## config.mk

```make
export PLATFORM = sky130hd
export DESIGN_NAME = wdt_keyed
export DESIGN_NICKNAME = d
export VERILOG_FILES = /design/src/rtl/wdt_pkg.sv /design/src/rtl/wdt_regs.sv /design/src/rtl/wdt_prescaler.sv /design/src/rtl/wdt_counter.sv /design/src/rtl/wdt_keyed.sv
export SDC_FILE = /design/constraint.sdc
export NUM_CORES = 1
export LEC_CHECK = 0
export ABC_AREA = 1
export BUFFER_PORTS_ARGS = -buffer_cell sky130_fd_sc_hd__buf_4
export CORE_MARGIN = 5
export CORE_UTILIZATION = 55
export DETAILED_ROUTE_END_ITERATION = 8
export GPL_TIMING_DRIVEN = 0
export PLACE_DENSITY = 0.85
export SYNTH_ARGS = -nofsm -noshare
export SYNTH_HDL_FRONTEND = slang
export SYNTH_SLANG_ARGS = --single-unit
```

## constraint.sdc

```tcl
create_clock -name clk -period 5.12 [get_ports clk]
set_clock_uncertainty 0.05 [all_clocks]
set_input_delay 0.256 -clock clk [delete_from_list [all_inputs] [get_ports clk]]
set_output_delay 0.256 -clock clk [all_outputs]
set_load 0.1 [all_outputs]
```

## src/rtl/wdt_pkg.sv

```systemverilog
// Package: wdt_pkg
// Shared widths, access keys, register offsets and field types for the
// keyed watchdog. Assumes a 32-bit bus with byte offsets in a 4-bit field.
package wdt_pkg;

    localparam int REG_W         = 32;
    localparam int ADDR_W        = 4;
    localparam int CNT_W         = 24;
    localparam int RLD_W         = 12;
    localparam int LOW_W         = CNT_W - RLD_W;
    localparam int PSEL_W        = 2;
    localparam int LEN_CODE_W    = 3;
    localparam int KEY_W         = 12;
    localparam int PRE_BASE_LOG  = 3;
    localparam int PRE_STEP_LOG  = 3;
    localparam int PRE_W         = PRE_BASE_LOG + PRE_STEP_LOG * ((1 << PSEL_W) - 1) + 1;
    localparam int LEN_STEPS     = 4;
    localparam int PULSE_W       = LEN_STEPS + 1;

    localparam int ZMR_KEY_LSB   = 12;
    localparam int CCR_KEY_LSB   = 14;
    localparam logic [KEY_W-1:0] ZMR_KEY     = 12'hABC;
    localparam logic [KEY_W-1:0] CCR_KEY     = 12'h248;
    localparam logic [REG_W-1:0] RESTART_KEY = 32'h0000_1999;

    localparam logic [ADDR_W-1:0] OFS_MODE    = 4'h0;
    localparam logic [ADDR_W-1:0] OFS_TIMING  = 4'h4;
    localparam logic [ADDR_W-1:0] OFS_RESTART = 4'h8;
    localparam logic [ADDR_W-1:0] OFS_STATUS  = 4'hC;

    typedef struct packed {
        logic [LEN_CODE_W-1:0] len;
        logic                  irq_en;
        logic                  rst_en;
        logic                  en;
    } mode_t;

    typedef struct packed {
        logic [RLD_W-1:0]  rld;
        logic [PSEL_W-1:0] psel;
    } timing_t;

    // Last prescaler count before a tick for a given prescale code.
    function automatic logic [PRE_W-1:0] pre_last(input logic [PSEL_W-1:0] psel);
        return (PRE_W'(1) << (PRE_BASE_LOG + PRE_STEP_LOG * int'(psel))) - PRE_W'(1);
    endfunction

    // Reset pulse length in cycles for a length code.
    function automatic logic [PULSE_W-1:0] pulse_len(input logic [LEN_CODE_W-1:0] code);
        if (int'(code) >= LEN_STEPS - 1)
            return PULSE_W'(1) << LEN_STEPS;
        return PULSE_W'(1) << (int'(code) + 1);
    endfunction

endpackage

```

## src/rtl/wdt_regs.sv

```systemverilog
// Module: wdt_regs
// Key-checked register file. It stores the mode and timing fields only for
// writes that carry the matching key, decodes the restart value, and
// returns read data with the key bits as zero. Assumes single-cycle strobes.
module wdt_regs
    import wdt_pkg::*;
(
    input  logic              clk,
    input  logic              rst_n,
    input  logic              wr_en,
    input  logic              rd_en,
    input  logic [ADDR_W-1:0] addr,
    input  logic [REG_W-1:0]  wdata,
    input  logic              sts,
    output mode_t             mode_q,
    output timing_t           timing_q,
    output logic              restart_hit,
    output logic [REG_W-1:0]  rdata
);

    logic mode_hit;
    logic timing_hit;

    // Decode keyed writes and the exact restart value.
    always_comb begin
        mode_hit    = wr_en && (addr == OFS_MODE)
                      && (wdata[ZMR_KEY_LSB +: KEY_W] == ZMR_KEY);
        timing_hit  = wr_en && (addr == OFS_TIMING)
                      && (wdata[CCR_KEY_LSB +: KEY_W] == CCR_KEY);
        restart_hit = wr_en && (addr == OFS_RESTART) && (wdata == RESTART_KEY);
    end

    // Mode register: updated only by a correctly keyed write.
    always_ff @(posedge clk) begin
        if (!rst_n) begin
            mode_q <= '0;
        end else if (mode_hit) begin
            mode_q.en     <= wdata[0];
            mode_q.rst_en <= wdata[1];
            mode_q.irq_en <= wdata[2];
            mode_q.len    <= wdata[4 +: LEN_CODE_W];
        end
    end

    // Timing register: reload field and prescale code, keyed.
    always_ff @(posedge clk) begin
        if (!rst_n) begin
            timing_q.rld  <= '1;
            timing_q.psel <= '1;
        end else if (timing_hit) begin
            timing_q.rld  <= wdata[PSEL_W +: RLD_W];
            timing_q.psel <= wdata[PSEL_W-1:0];
        end
    end

    // Read multiplexer: stored fields only, keys read as zero.
    always_comb begin
        rdata = '0;
        if (rd_en) begin
            case (addr)
                OFS_MODE:   rdata = REG_W'({mode_q.len, 1'b0, mode_q.irq_en,
                                            mode_q.rst_en, mode_q.en});
                OFS_TIMING: rdata = REG_W'({timing_q.rld, timing_q.psel});
                OFS_STATUS: rdata = REG_W'(sts);
                default:    rdata = '0;
            endcase
        end
    end

endmodule

```

## src/rtl/wdt_prescaler.sv

```systemverilog
// Module: wdt_prescaler
// Divides the bus clock by 8, 64, 512 or 4096 according to the prescale
// code and emits a one-cycle tick. It clears on restart and while stopped.
module wdt_prescaler
    import wdt_pkg::*;
(
    input  logic              clk,
    input  logic              rst_n,
    input  logic              run,
    input  logic              clear,
    input  logic [PSEL_W-1:0] psel,
    output logic              tick
);

    logic [PRE_W-1:0] pre_q;
    logic             at_last;

    // Terminal count reached; >= also covers a code change to a shorter limit.
    always_comb begin
        at_last = (pre_q >= pre_last(psel));
        tick    = run && at_last;
    end

    // Prescale counter: count up, wrap at the limit, clear when idle or restarted.
    always_ff @(posedge clk) begin
        if (!rst_n)
            pre_q <= '0;
        else if (!run || clear || at_last)
            pre_q <= '0;
        else
            pre_q <= pre_q + PRE_W'(1);
    end

endmodule

```

## src/rtl/wdt_counter.sv

```systemverilog
// Module: wdt_counter
// 24-bit down-counter with a sticky expiry flag, a timed reset pulse and an
// interrupt level. Assumes tick is a single-cycle strobe from the prescaler.
module wdt_counter
    import wdt_pkg::*;
(
    input  logic                  clk,
    input  logic                  rst_n,
    input  logic                  tick,
    input  logic                  reload,
    input  logic [RLD_W-1:0]      rld,
    input  logic                  rst_en,
    input  logic                  irq_en,
    input  logic [LEN_CODE_W-1:0] len,
    output logic [CNT_W-1:0]      cnt_q,
    output logic                  sts_q,
    output logic                  expire,
    output logic                  rst_pulse_o,
    output logic                  irq_o
);

    logic [PULSE_W-1:0] pulse_q;

    // An expiry is the tick that moves the count from one to zero; restart wins.
    always_comb begin
        expire      = tick && (cnt_q == CNT_W'(1)) && !reload;
        rst_pulse_o = (pulse_q != '0);
        irq_o       = sts_q && irq_en;
    end

    // Down-counter: reload with the field as upper bits, low bits all ones.
    always_ff @(posedge clk) begin
        if (!rst_n)
            cnt_q <= '1;
        else if (reload)
            cnt_q <= {rld, {LOW_W{1'b1}}};
        else if (tick && (cnt_q != '0))
            cnt_q <= cnt_q - CNT_W'(1);
    end

    // Sticky status flag: set on expiry, cleared by restart.
    always_ff @(posedge clk) begin
        if (!rst_n)
            sts_q <= 1'b0;
        else if (reload)
            sts_q <= 1'b0;
        else if (expire)
            sts_q <= 1'b1;
    end

    // Reset pulse timer: loaded with the coded length, counts down to zero.
    always_ff @(posedge clk) begin
        if (!rst_n)
            pulse_q <= '0;
        else if (expire && rst_en)
            pulse_q <= pulse_len(len);
        else if (pulse_q != '0)
            pulse_q <= pulse_q - PULSE_W'(1);
    end

endmodule

```

## src/rtl/wdt_keyed.sv

```systemverilog
// Module: wdt_keyed
// Top of the key-protected watchdog: register file, prescaler and counter.
// Assumes one bus clock for the bus and the count, with synchronous reset.
module wdt_keyed
    import wdt_pkg::*;
(
    input  logic              clk,
    input  logic              rst_n,
    input  logic              wr_en,
    input  logic              rd_en,
    input  logic [3:0]        addr,
    input  logic [31:0]       wdata,
    output logic [31:0]       rdata,
    output logic              rst_pulse_o,
    output logic              irq_o
);

    mode_t            mode_q;
    timing_t          timing_q;
    logic             restart_hit;
    logic             tick;
    logic             expire;
    logic             sts_q;
    logic [CNT_W-1:0] cnt_q;

    wdt_regs u_regs (
        .clk         (clk),
        .rst_n       (rst_n),
        .wr_en       (wr_en),
        .rd_en       (rd_en),
        .addr        (addr),
        .wdata       (wdata),
        .sts         (sts_q),
        .mode_q      (mode_q),
        .timing_q    (timing_q),
        .restart_hit (restart_hit),
        .rdata       (rdata)
    );

    wdt_prescaler u_pre (
        .clk   (clk),
        .rst_n (rst_n),
        .run   (mode_q.en),
        .clear (restart_hit),
        .psel  (timing_q.psel),
        .tick  (tick)
    );

    wdt_counter u_cnt (
        .clk         (clk),
        .rst_n       (rst_n),
        .tick        (tick),
        .reload      (restart_hit),
        .rld         (timing_q.rld),
        .rst_en      (mode_q.rst_en),
        .irq_en      (mode_q.irq_en),
        .len         (mode_q.len),
        .cnt_q       (cnt_q),
        .sts_q       (sts_q),
        .expire      (expire),
        .rst_pulse_o (rst_pulse_o),
        .irq_o       (irq_o)
    );

endmodule

```

==> impl_metrics.csv <==
group,metric,value,unit
outcome,outcome,"complete, no violations",
pwr,p_comb_share,23.5,%
placed_design,port_buffers,55,
sta,tns,0,ns
clock_tree,cts_buffers,9,
sta,min_period,3.88,ns
floorplanning,core,7770,sq um
worst_setup_path,reg2reg_depth,21,
sta,drv_slew,0,
route,via_per_inst,5.36,
clock_tree,cts.sinks,63,
sta,period_share,75.8,%
grt,use_met3,3.79,%
grt,grt_pass1_vias,4380,
sta,fmax,0.258,GHz
worst_setup_path,crit_path_cell_trace,"clkbuf_1 -> inv_1 -> nor2_1 -> ha_1 -> inv_1 -> nand2_1 -> nor3_1 -> nand2_1 -> ha_1 -> xor2_1 -> ha_1 -> nand2_1 -> nor2_1 -> nand2_1 -> nand3_1 -> nand2_1 -> nand3_1 -> nand3_4 -> nor2_1 -> nand3_1 -> nand3b_1",
yosys,syn_area,4420,sq um
floorplanning,ios,74,
grt,grtUsageMet2,41.4,%
placed_design,pre_cts_ws,1.29,ns
clock_tree,hold_buffers,0,
grt,grt.overflow.total,0,
sta,max_slew_margin,53.1,%
grt,grt.total_usage,23.2,%
pwr,switching_share,32.5,%
sta,hold_viol,0,
pwr,power_density,245,nW/um^2
worst_setup_path,path_max_fanout,8,
grt,antenna_found_initial,0,
floorplanning,placementRows,32,
layout,n_antenna_cell,0,
yosys,syn_inst,660,
route,ant_nets,0,
yosys,synth_area_leader_cell,"dfxtp_1",
worst_setup_path,path_buf_inv,3,
grt,globalRouteMet1Util,26.8,%
yosys,ys_async_sr_fraction,0,%
floorplanning,die_h,99.6,um
clock_tree,cts_root_buf,"clkbuf_8",
worst_setup_path,cpPeakStageDelay,0.36,ns
layout,utilization,67.3,%
yosys,synth_seq_cells,63,
yosys,syn_avg_cell_area,6.69,sq um
route,routed_wirelength,11.2,mm
sta,layout_setup_ws,1.24,ns
floorplanning,start_util,56.9,%
route,drtIter0Drc,191,
worst_setup_path,start_kind,"register",
yosys,yosys_most_used_dff,"dfxtp_1",
route,num_vias,4560,
pwr,vdd_ir_drop_max,0.000113,V
worst_setup_path,critPathRequiredTime,5.36,ns
worst_setup_path,path_depth,21,
placed_design,globalplace.congestion,0.991,
yosys,synth_commonest_cells,"nand2_1, nor2_1, inv_1",
worst_setup_path,endpoint_kind,"register",
layout,layout-drive-gt1-share,16.4,%
layout,stdcell_count,850,
layout,final_nets,804,
clock_tree,clk_latency,0.35,ns
pwr,p_clk_share,36.5,%
floorplanning,die_area,9930,sq um
worst_setup_path,crit_arrival,4.12,ns
pwr,p_sw,0.416,mW
layout,areaGrowthSynthToFinish,18.3,%
grt,grt_max_degree,11,
worst_setup_path,path_delay_family,"simple AND/OR/NAND/NOR gates",
floorplanning,die_x,99.6,um
clock_tree,htreeDepth,3,
yosys,synth-seq-area-share,28.5,%
yosys,synth_edf_count,0,
yosys,synth_top_area_share,28.5,%
placed_design,dp_hpwl,9.00,mm
yosys,netlist_top_cells_area,"dfxtp_1, nand2_1, nor2_1, nand3_1, inv_1",
yosys,yosysUniqueCellTypes,44,
worst_setup_path,crit_top_cell,"nand2_1",
grt,busiest_layer,"met2",
flow_run,max-cap-violations,0,
placed_design,dp_cells,834,
yosys,yosys_warnings,0,
min_path,whs_path_depth,3,
route,drc,0,
clock_tree,clkSlewWorstSetupHoldPaths,0.07,ns
pwr,pwr-share-seq,40.0,%
clock_tree,post_cts_resized,0,
layout,fin_area,5230,sq um
route,first_pass_iters,5,
yosys,post-synth-top-count-cell,"nand2_1",
grt,grt_pass1_wl,19.0,mm
route,avgRoutedWirePerCell,13.2,um
sta,setup_viol,0,
clock_tree,cts_tree,"done",
clock_tree,cts_max_path_buffers,2,
sta,hold_ws,0.151,ns
pwr,power.internal,0.864,mW
worst_setup_path,setup.worst_path.class,"register to register",
clock_tree,post-cts-setup-buffers,0,
sta,rsz0062_at_grt,"no",
sta,worstMarginPinSlew,0.696,ns
placed_design,placed_cell_area,5020,sq um
pwr,power.total,1.28,mW
worst_setup_path,slowest_stage,"nor2_1",
min_path,hp-class,"primary input to register",
pwr,leakage,2.52,nW
[registers in the layout, summed over array words and instances (netlist names)]
register and flops:
u_cnt.cnt_q 24, u_cnt.pulse_q 5, u_cnt.sts_q 1, u_pre.pre_q 13, u_regs.mode_q 6, u_regs.timing_q 14
[final cells by class]
type                       count  area (sq um)
fill                         672          2540
clock inverter                 4          70.1
buffer                        34           230
multi-input combinational    497          2680
timing repair buffer          55           413
sequential                    63          1260
tap                          102           128
clock buffer                  12           135
inverter                      83           312
[worst register-to-register path, delay by kind of cell (launching register included)]
| family | cells | cell delay [ns] |
|---|---|---|
| flops | 1 | 0.31 |
| buf+inv | 3 | 0.59 |
| fa+ha+maj | 3 | 0.75 |
| simple gates | 14 | 1.94 |
| xor+xnor | 1 | 0.16 |
[placed cells by master, fill, tap and decap left out, drive strengths merged]
cell	n
o22ai	2
clkinv	3
dfxtp	63
a211oi	6
xor2	23
o21ai	11
a31oi	1
or2	3
a21oi	18
nand3	62
o211ai	19
o41ai	1
o21a	1
nand2	126
and3	2
nor3	24
nor3b	1
nand3b	7
nor2	120
nor4	5
ha	21
nand4	19
inv	82
clkbuf	18
buf	83
conb	18
xnor2	7
bufinv	2
[metal layers]
layer | share of wire [%] | up-vias | wire, um
li1 | - | 2288 | -
met1 | 42 | 2098 | 4670
met2 | 51 | 145 | 5660
met3 | 4.8 | 29 | 535
met4 | 2.9 | 0 | 329
met5 | 0 | - | 0
[power by group through the flow]
stage	Clock (mW)	Sequential, mW	Combinational [mW]
final	0.468	0.512	0.301
after global routing	0.494	0.513	0.324
after CTS	0.469	0.512	0.299
after detailed placement	0	0.523	0.297
after global placement	0	0.522	0.289
after floorplan	0	0.521	0.229
[worst paths after layout]
kind / start / slack, ns / end
worst max-delay path: u_regs.timing_q[1] / 1.24 / u_cnt.cnt_q[21]
worst min register to register: u_cnt.pulse_q[0] / 0.42 / u_cnt.pulse_q[0]
worst min-delay path: wdata[10] / 0.15 / u_regs.timing_q[10]
worst max register to register: u_regs.timing_q[1] / 1.24 / u_cnt.cnt_q[21]
[cell families (layout without fill, tap and decap cells)]
family / Yosys count / after routing / share of synthesized area (%)
AND/OR/NAND/NOR: 369 / 369 / 38.6
buffers and inverters: 117 / 188 / 12.3
flip-flops: 63 / 63 / 28.5
AO/OA/AOI/OAI: 59 / 59 / 8.64
XOR/XNOR: 30 / 30 / 5.95
adder cells (fa/ha/maj): 21 / 21 / 5.95
other: 1 / 18 / 0.0849
Note: power is estimated with default switching activity, not from simulation.
